<file path="src/rtl/rcq_pkg.sv">
package rcq_pkg;

   // status bits that travel with every stored character
   typedef struct packed {
      logic brk;
      logic fe;
      logic pe;
   } rcq_stat_t;

   localparam int RCQ_STAT_W = $bits(rcq_stat_t);

endpackage

</file>
<file path="src/rtl/rcq_mem.sv">
module rcq_mem #(
   parameter int DEPTH = 8,
   parameter int EW    = 11
) (
   input  logic          clk,
   input  logic          rst_n,
   input  logic          wr_en,
   input  logic [EW-1:0] wr_word,
   input  logic          rd_en,
   output logic [EW-1:0] head_word
);

   localparam int PW = (DEPTH > 1) ? $clog2(DEPTH) : 1;
   localparam logic [PW-1:0] LAST_IDX = PW'(DEPTH - 1);

   logic [PW-1:0] wr_ptr, rd_ptr;
   logic [PW-1:0] wr_nxt, rd_nxt;
   logic [EW-1:0] slot [DEPTH];

   generate
      if ((DEPTH & (DEPTH - 1)) == 0) begin : g_pow2_wrap
         assign wr_nxt = wr_ptr + 1'b1;
         assign rd_nxt = rd_ptr + 1'b1;
      end else begin : g_cmp_wrap
         assign wr_nxt = (wr_ptr == LAST_IDX) ? '0 : wr_ptr + 1'b1;
         assign rd_nxt = (rd_ptr == LAST_IDX) ? '0 : rd_ptr + 1'b1;
      end
   endgenerate

   always_ff @(posedge clk or negedge rst_n) begin
      if (!rst_n) begin
         wr_ptr <= '0;
         rd_ptr <= '0;
      end else begin
         if (wr_en) wr_ptr <= wr_nxt;
         if (rd_en) rd_ptr <= rd_nxt;
      end
   end

   generate
      for (genvar i = 0; i < DEPTH; i++) begin : g_slot
         always_ff @(posedge clk or negedge rst_n) begin
            if (!rst_n)                             slot[i] <= '0;
            else if (wr_en && wr_ptr == PW'(i))     slot[i] <= wr_word;
         end
      end
   endgenerate

   assign head_word = slot[rd_ptr];

endmodule

</file>
<file path="src/rtl/rcq_ctrl.sv">
module rcq_ctrl #(
   parameter int DEPTH = 8,
   parameter int EW    = 11,
   parameter int CW    = 4
) (
   input  logic          clk,
   input  logic          rst_n,
   input  logic          char_valid,
   input  logic [EW-1:0] char_word,
   input  logic          rd_stb,
   input  logic          clr_err,
   output logic          pop,
   output logic          push,
   output logic [EW-1:0] push_word,
   output logic [CW-1:0] count,
   output logic          hold_v,
   output logic          ovr
);

   localparam logic [CW-1:0] FULL_CNT = CW'(DEPTH);

   logic [EW-1:0] hold_w;
   logic          room;
   logic          hold_load, hold_clear, ovr_set;

   assign pop  = rd_stb && (count != '0);
   assign room = pop || (count != FULL_CNT);

   always_comb begin
      push       = 1'b0;
      push_word  = char_word;
      hold_load  = 1'b0;
      hold_clear = 1'b0;
      ovr_set    = 1'b0;
      if (hold_v) begin
         if (pop) begin
            push      = 1'b1;
            push_word = hold_w;
            if (char_valid) hold_load  = 1'b1;
            else            hold_clear = 1'b1;
         end else if (char_valid) begin
            hold_load = 1'b1;
            ovr_set   = 1'b1;
         end
      end else if (char_valid) begin
         if (room) push      = 1'b1;
         else      hold_load = 1'b1;
      end
   end

   always_ff @(posedge clk or negedge rst_n) begin
      if (!rst_n) begin
         count  <= '0;
         hold_v <= 1'b0;
         hold_w <= '0;
         ovr    <= 1'b0;
      end else begin
         count <= count + CW'(push) - CW'(pop);
         if (hold_load) begin
            hold_v <= 1'b1;
            hold_w <= char_word;
         end else if (hold_clear) begin
            hold_v <= 1'b0;
         end
         if (ovr_set)      ovr <= 1'b1;
         else if (clr_err) ovr <= 1'b0;
      end
   end


   hold_needs_full_chk: assert property (@(posedge clk) disable iff (!rst_n)
      hold_v |-> (count == FULL_CNT));


   count_bound_chk: assert property (@(posedge clk) disable iff (!rst_n)
      count <= FULL_CNT);


   ovr_cause_chk: assert property (@(posedge clk) disable iff (!rst_n)
      $rose(ovr) |-> $past(hold_v && char_valid && !rd_stb));


   ovr_sticky_chk: assert property (@(posedge clk) disable iff (!rst_n)
      (ovr && !clr_err) |=> ovr);


   no_ovr_on_pop_chk: assert property (@(posedge clk) disable iff (!rst_n)
      (pop && !ovr) |=> !ovr);


   full_kept_chk: assert property (@(posedge clk) disable iff (!rst_n)
      (hold_v && rd_stb) |=> (count == FULL_CNT));

endmodule

</file>
<file path="src/rtl/rx_char_queue.sv">
module rx_char_queue #(
   parameter int DW    = 8,
   parameter int DEPTH = 8
) (
   input  logic          clk,
   input  logic          rst_n,
   input  logic          rx_valid,
   input  logic [DW-1:0] rx_data,
   input  logic          rx_brk,
   input  logic          rx_fe,
   input  logic          rx_pe,
   input  logic          rd_stb,
   input  logic          clr_err,
   output logic [DW-1:0] rd_data,
   output logic          rd_brk,
   output logic          rd_fe,
   output logic          rd_pe,
   output logic          rx_ready,
   output logic          fifo_full,
   output logic          overrun
);

   import rcq_pkg::*;

   localparam int EW = DW + RCQ_STAT_W;
   localparam int CW = $clog2(DEPTH + 1);

   generate
      if (DEPTH < 2) begin : g_bad_depth
         $error("rx_char_queue: DEPTH must be at least 2");
      end
      if (DW < 1) begin : g_bad_width
         $error("rx_char_queue: DW must be at least 1");
      end
   endgenerate

   rcq_stat_t     in_stat;
   logic [EW-1:0] in_word;
   logic          pop, push, hold_v;
   logic [EW-1:0] push_word, head_word, last_word, shown;
   logic [CW-1:0] count;

   assign in_stat = '{brk: rx_brk, fe: rx_fe, pe: rx_pe};
   assign in_word = {in_stat, rx_data};

   rcq_ctrl #(.DEPTH(DEPTH), .EW(EW), .CW(CW)) u_ctrl (
      .clk        (clk),
      .rst_n      (rst_n),
      .char_valid (rx_valid),
      .char_word  (in_word),
      .rd_stb     (rd_stb),
      .clr_err    (clr_err),
      .pop        (pop),
      .push       (push),
      .push_word  (push_word),
      .count      (count),
      .hold_v     (hold_v),
      .ovr        (overrun)
   );

   rcq_mem #(.DEPTH(DEPTH), .EW(EW)) u_mem (
      .clk       (clk),
      .rst_n     (rst_n),
      .wr_en     (push),
      .wr_word   (push_word),
      .rd_en     (pop),
      .head_word (head_word)
   );

   always_ff @(posedge clk or negedge rst_n) begin
      if (!rst_n)   last_word <= '0;
      else if (pop) last_word <= head_word;
   end

   assign rx_ready  = (count != '0);
   assign fifo_full = (count == CW'(DEPTH));
   assign shown     = rx_ready ? head_word : last_word;

   rcq_stat_t shown_stat;
   assign shown_stat = rcq_stat_t'(shown[EW-1:DW]);
   assign rd_data    = shown[DW-1:0];
   assign rd_brk     = shown_stat.brk;
   assign rd_fe      = shown_stat.fe;
   assign rd_pe      = shown_stat.pe;


   empty_read_inert_chk: assert property (@(posedge clk) disable iff (!rst_n)
      (rd_stb && !rx_ready && !rx_valid) |=> (!rx_ready && $stable(rd_data)));


   ready_after_arrival_chk: assert property (@(posedge clk) disable iff (!rst_n)
      (rx_valid && !hold_v) |=> rx_ready);

endmodule

</file>
<file path="config.mk">
export PLATFORM = sky130hd
export DESIGN_NAME = rx_char_queue
export DESIGN_NICKNAME = d
export VERILOG_FILES = /design/src/rtl/rcq_pkg.sv /design/src/rtl/rcq_mem.sv /design/src/rtl/rcq_ctrl.sv /design/src/rtl/rx_char_queue.sv
export SDC_FILE = /design/constraint.sdc
export NUM_CORES = 1
export LEC_CHECK = 0
export CAP_MARGIN = 20
export CORE_MARGIN = 3
export CORE_UTILIZATION = 25
export DETAILED_ROUTE_END_ITERATION = 8
export PLACE_DENSITY = 0.44
export SLEW_MARGIN = 20
export SYNTH_ARGS = -nofsm -noshare
export SYNTH_HDL_FRONTEND = slang
export SYNTH_SLANG_ARGS = --single-unit
</file>
<file path="constraint.sdc">
create_clock -name clk -period 2.3 [get_ports clk]
set_clock_uncertainty 0.15 [all_clocks]
set_input_delay 0.345 -clock clk [delete_from_list [all_inputs] [get_ports clk]]
set_output_delay 0.345 -clock clk [all_outputs]
set_load 0.05 [all_outputs]
</file>
==> results of run 1 <==
[logic make-up (layout without fill, tap and decap cells)]
group | count (synthesis) | after routing | share of synthesized area
compound gates | 30 | 30 | 0.0282
flops | 122 | 122 | 0.529
fa+ha+maj | 14 | 14 | 0.0317
buf+inv | 36 | 127 | 0.0319
simple gates | 45 | 45 | 0.0371
mux | 144 | 144 | 0.334
xor+xnor | 5 | 5 | 0.00759
[per-stage QoR]
step / area, sq um / setup slack (ps) / instances / power (mW) / hold slack (ps)
3_3_place_gp: 6770 / -187 / 725 / 9.82 / 104
5_1_grt: 7660 / -400 / 767 / 13.8 / 230
4_1_cts: 7540 / -358 / 764 / 13.0 / 207
3_5_place_dp: 6770 / -250 / 725 / 9.94 / 107
2_1_floorplan: 5870 / -418 / 396 / 7.98 / -101
6_report: 7660 / -275 / 767 / 13.0 / 214
[state kept, by name, indices dropped and copies added (netlist names)]
name           count
last_word         11
u_mem.slot        88
u_ctrl.ovr         1
u_ctrl.hold_w     11
u_ctrl.hold_v      1
u_ctrl.count       4
u_mem.rd_ptr       3
u_mem.wr_ptr       3
[layout by cell type (no fill, tap or decap), drive strengths merged]
cell and n:
ha 13, nand3 7, clkinv 4, mux2 110
clkbuf 20, buf 64, bufinv 1, nor3b 2
clkdlybuf4s50 15, fa 1, a21o 2, clkinvlp 6
xor2 1, xnor2 4, nand2 30, nor2 2
o21ai 24, inv 16, mux4 22, nand2b 2
a211oi 1, dlygate4sd3 1, a21oi 3, nor4bb 1
dfrtp 122, nor2b 1, mux2i 12
[per-layer routing]
layer | global-route usage | vias to the layer above | routed length, microns
met5 | 0 | - | 0
met4 | 0.0463 | 0 | 265
met3 | 0.0265 | 21 | 361
met2 | 0.175 | 50 | 6300
met1 | 0.152 | 1752 | 6210
li1 | - | 1581 | -
[layout make-up]
| class | instances | area [sq um] |
|---|---|---|
| Clock inverter | 13 | 120 |
| Tap cell | 280 | 350 |
| Inverter | 14 | 55.1 |
| Timing Repair Buffer | 81 | 900 |
| Fill cell | 2168 | 14600 |
| Clock buffer | 19 | 443 |
| Sequential cell | 122 | 3050 |
| Multi-Input combinational cell | 238 | 2730 |
[worst max-delay path: cells and delay by family (launching register included)]
kind	cells	cell delay, ps
buf+inv	3	480
flops	1	450
compound gates	1	50
mux	2	690
[worst max-delay path by stage]
stage | to | slack, ps | cells after the start | start
final | rd_data[1] | -280 | 6 | u_mem.rd_ptr[0]
after global routing | rd_data[3] | -400 | 6 | u_mem.rd_ptr[0]
after CTS | rd_fe | -360 | 7 | u_mem.rd_ptr[0]
after detailed placement | u_ctrl.count[1] | -250 | 10 | rd_stb
after global placement | u_ctrl.count[1] | -190 | 10 | rd_stb
after floorplan | u_ctrl.count[1] | -420 | 12 | u_ctrl.count[2]
[cell usage after synthesis, drive strengths merged (2+ instances only)]
cell type | count | area, sq um
o21ai | 24 | 120
ha | 13 | 163
a21o | 2 | 15.0
nand2b | 2 | 12.5
buf | 15 | 105
mux2 | 110 | 1310
nand3 | 7 | 45.0
xnor2 | 4 | 35.0
nand2 | 30 | 113
nor2 | 2 | 7.51
inv | 14 | 52.6
mux2i | 12 | 120
nor3b | 2 | 20.0
clkbuf | 7 | 26.3
mux4 | 22 | 495
dfrtp | 122 | 3050
a21oi | 3 | 15.0
[power by group]
group          internal (mW)  total [mW]  switching, mW
clock network           1.52        2.52           1.00
registers               3.24        3.83          0.590
logic                   3.48        6.62           3.13
[timing repair]
item / in CTS / in global routing
pin swaps: 7 / 9
setup buffers: 5 / 3
cloned: 2 / 1
hold buffers: 1 / 0
resized for setup: 26 / 22
endpoints found under the setup margin: 103 / 103
endpoints found under the hold margin: 60 / 0
==> summary.txt, run 1 <==
Floorplanning
  • Die Y: between 150 and 200 microns
  • Initial core utilization: 0.260
  • Row cnt: between 50 and 60
  • Die Area: around 25,000 sq um
  • Die width: between 150 and 200 microns
  • Core area: 22,200 sq um
  • Num ports: 30

CTS
  • Skew-Pair Late Insertion Delay: just over 400 ps
  • Cts bufs inserted: 17
  • Clock slew at reported path FFs: around 60 ps
  • Clk sinks: 122
  • H-tree depth: 4
  • CTS tree: yes
  • Maximum clock insertion buffer count: 2
  • Root buffer cell: clkbuf_16

STA
  • Final hold vios: 0
  • Final setup vio count: 13
  • RSZ-0062 raised after global routing: yes
  • Max Freq: 388 MHz
  • Setup_tns: -2810 ps
  • Max-slew headroom: 0.675
  • Post-route minimum period: around 2600 ps
  • Setup ws final: -275 ps
  • Post-route clock period utilization: 1.12
  • Final Max Tran Viols: 0
  • Worst-Margin Slew: 486 ps

Drt
  • Routed WL: between 10 and 15 mm
  • Initial DRC Count: between 150 and 200
  • Antenna Violating Nets Remaining: 0
  • Drt via density: approximately 4.4
  • Routed wire per std cell: about 17 microns
  • Drt first pass iters: 4
  • DRC Markers: 0
  • Vias: around 3,400

Worst setup path
  • CP startpoint kind: flip-flop
  • CP Max Fanout: 7
  • CP Class: reg -> out
  • Critical-path cell list: buf_12 -> mux4_2 -> mux2i_1 -> buf_4 -> o21ai_2 -> buf_6
  • Worst R2R Path Depth: 11
  • Worst R2R End: u_ctrl.count[1]
  • CP max stage delay: between 500 and 600 ps
  • CP Capture Type: output port
  • Critical Path AT: between 2000 and 2500 ps
  • Crit-path slowest cell: mux4_2
  • WP data required: roughly 1800 ps
  • FF-to-FF setup slack: -100 ps
  • Reg-to-Reg Start: u_ctrl.count[3]

Synth
  • Post-synthesis average cell area: between 10 and 15 sq um
  • Syn nets: around 430
  • #FFs+latches synth: 122
  • Library cells used by synthesis: 28
  • Synth warnings: 0
  • Post-synth ARST share: 1.00
  • Post-synth EDFFs: 0
  • Mapped Area: about 5800 sq um
  • Sequential share of the synthesized area: 0.529
  • Synth Flop Type: dfrtp_1
  • Synth Instances: a little under 400

Global route
  • Pin count of the biggest net entering global routing: 47
  • All-Layer GR Usage: 0.113
  • First-pass GRT wire length: about 21 mm
  • Total global routing overflow: 0
  • Vias in the first global route: approximately 3,600
  • Initial antenna violation count: 0

Power and ir drop
  • Max IR drop VDD: 946 uV
  • Leak: 3.33 nW
  • Cell area power density: ~1700 nW/um^2

Final layout
  • Diode count: 0
  • Final layout net count: ~500
  • Area Growth Syn to Fin: 32.7%
  • Proportion of layout cells with a drive suffix above 1: 0.546
  • Final design utilization: 0.344

Outcome
  • Outcome: finished, violations left
  • Failing checks: negative setup slack

Job
  • Max-Cap Viols: 0

Hold path
  • Hold crit path type: in -> async

Placed design
  • I/O Buffers: 29
  • Gpl congestion: slightly below 0.7
  • HPWL after DPL: 8.51 mm
Note: power is estimated with default switching activity, not from simulation.
==> inputs of run 2 (changes only) <==
ABC_CLOCK_PERIOD_IN_PS = 2300   (was not set)
==> results of run 2 <==
The final DEF is identical to that of run 1; final timing and power are the same.
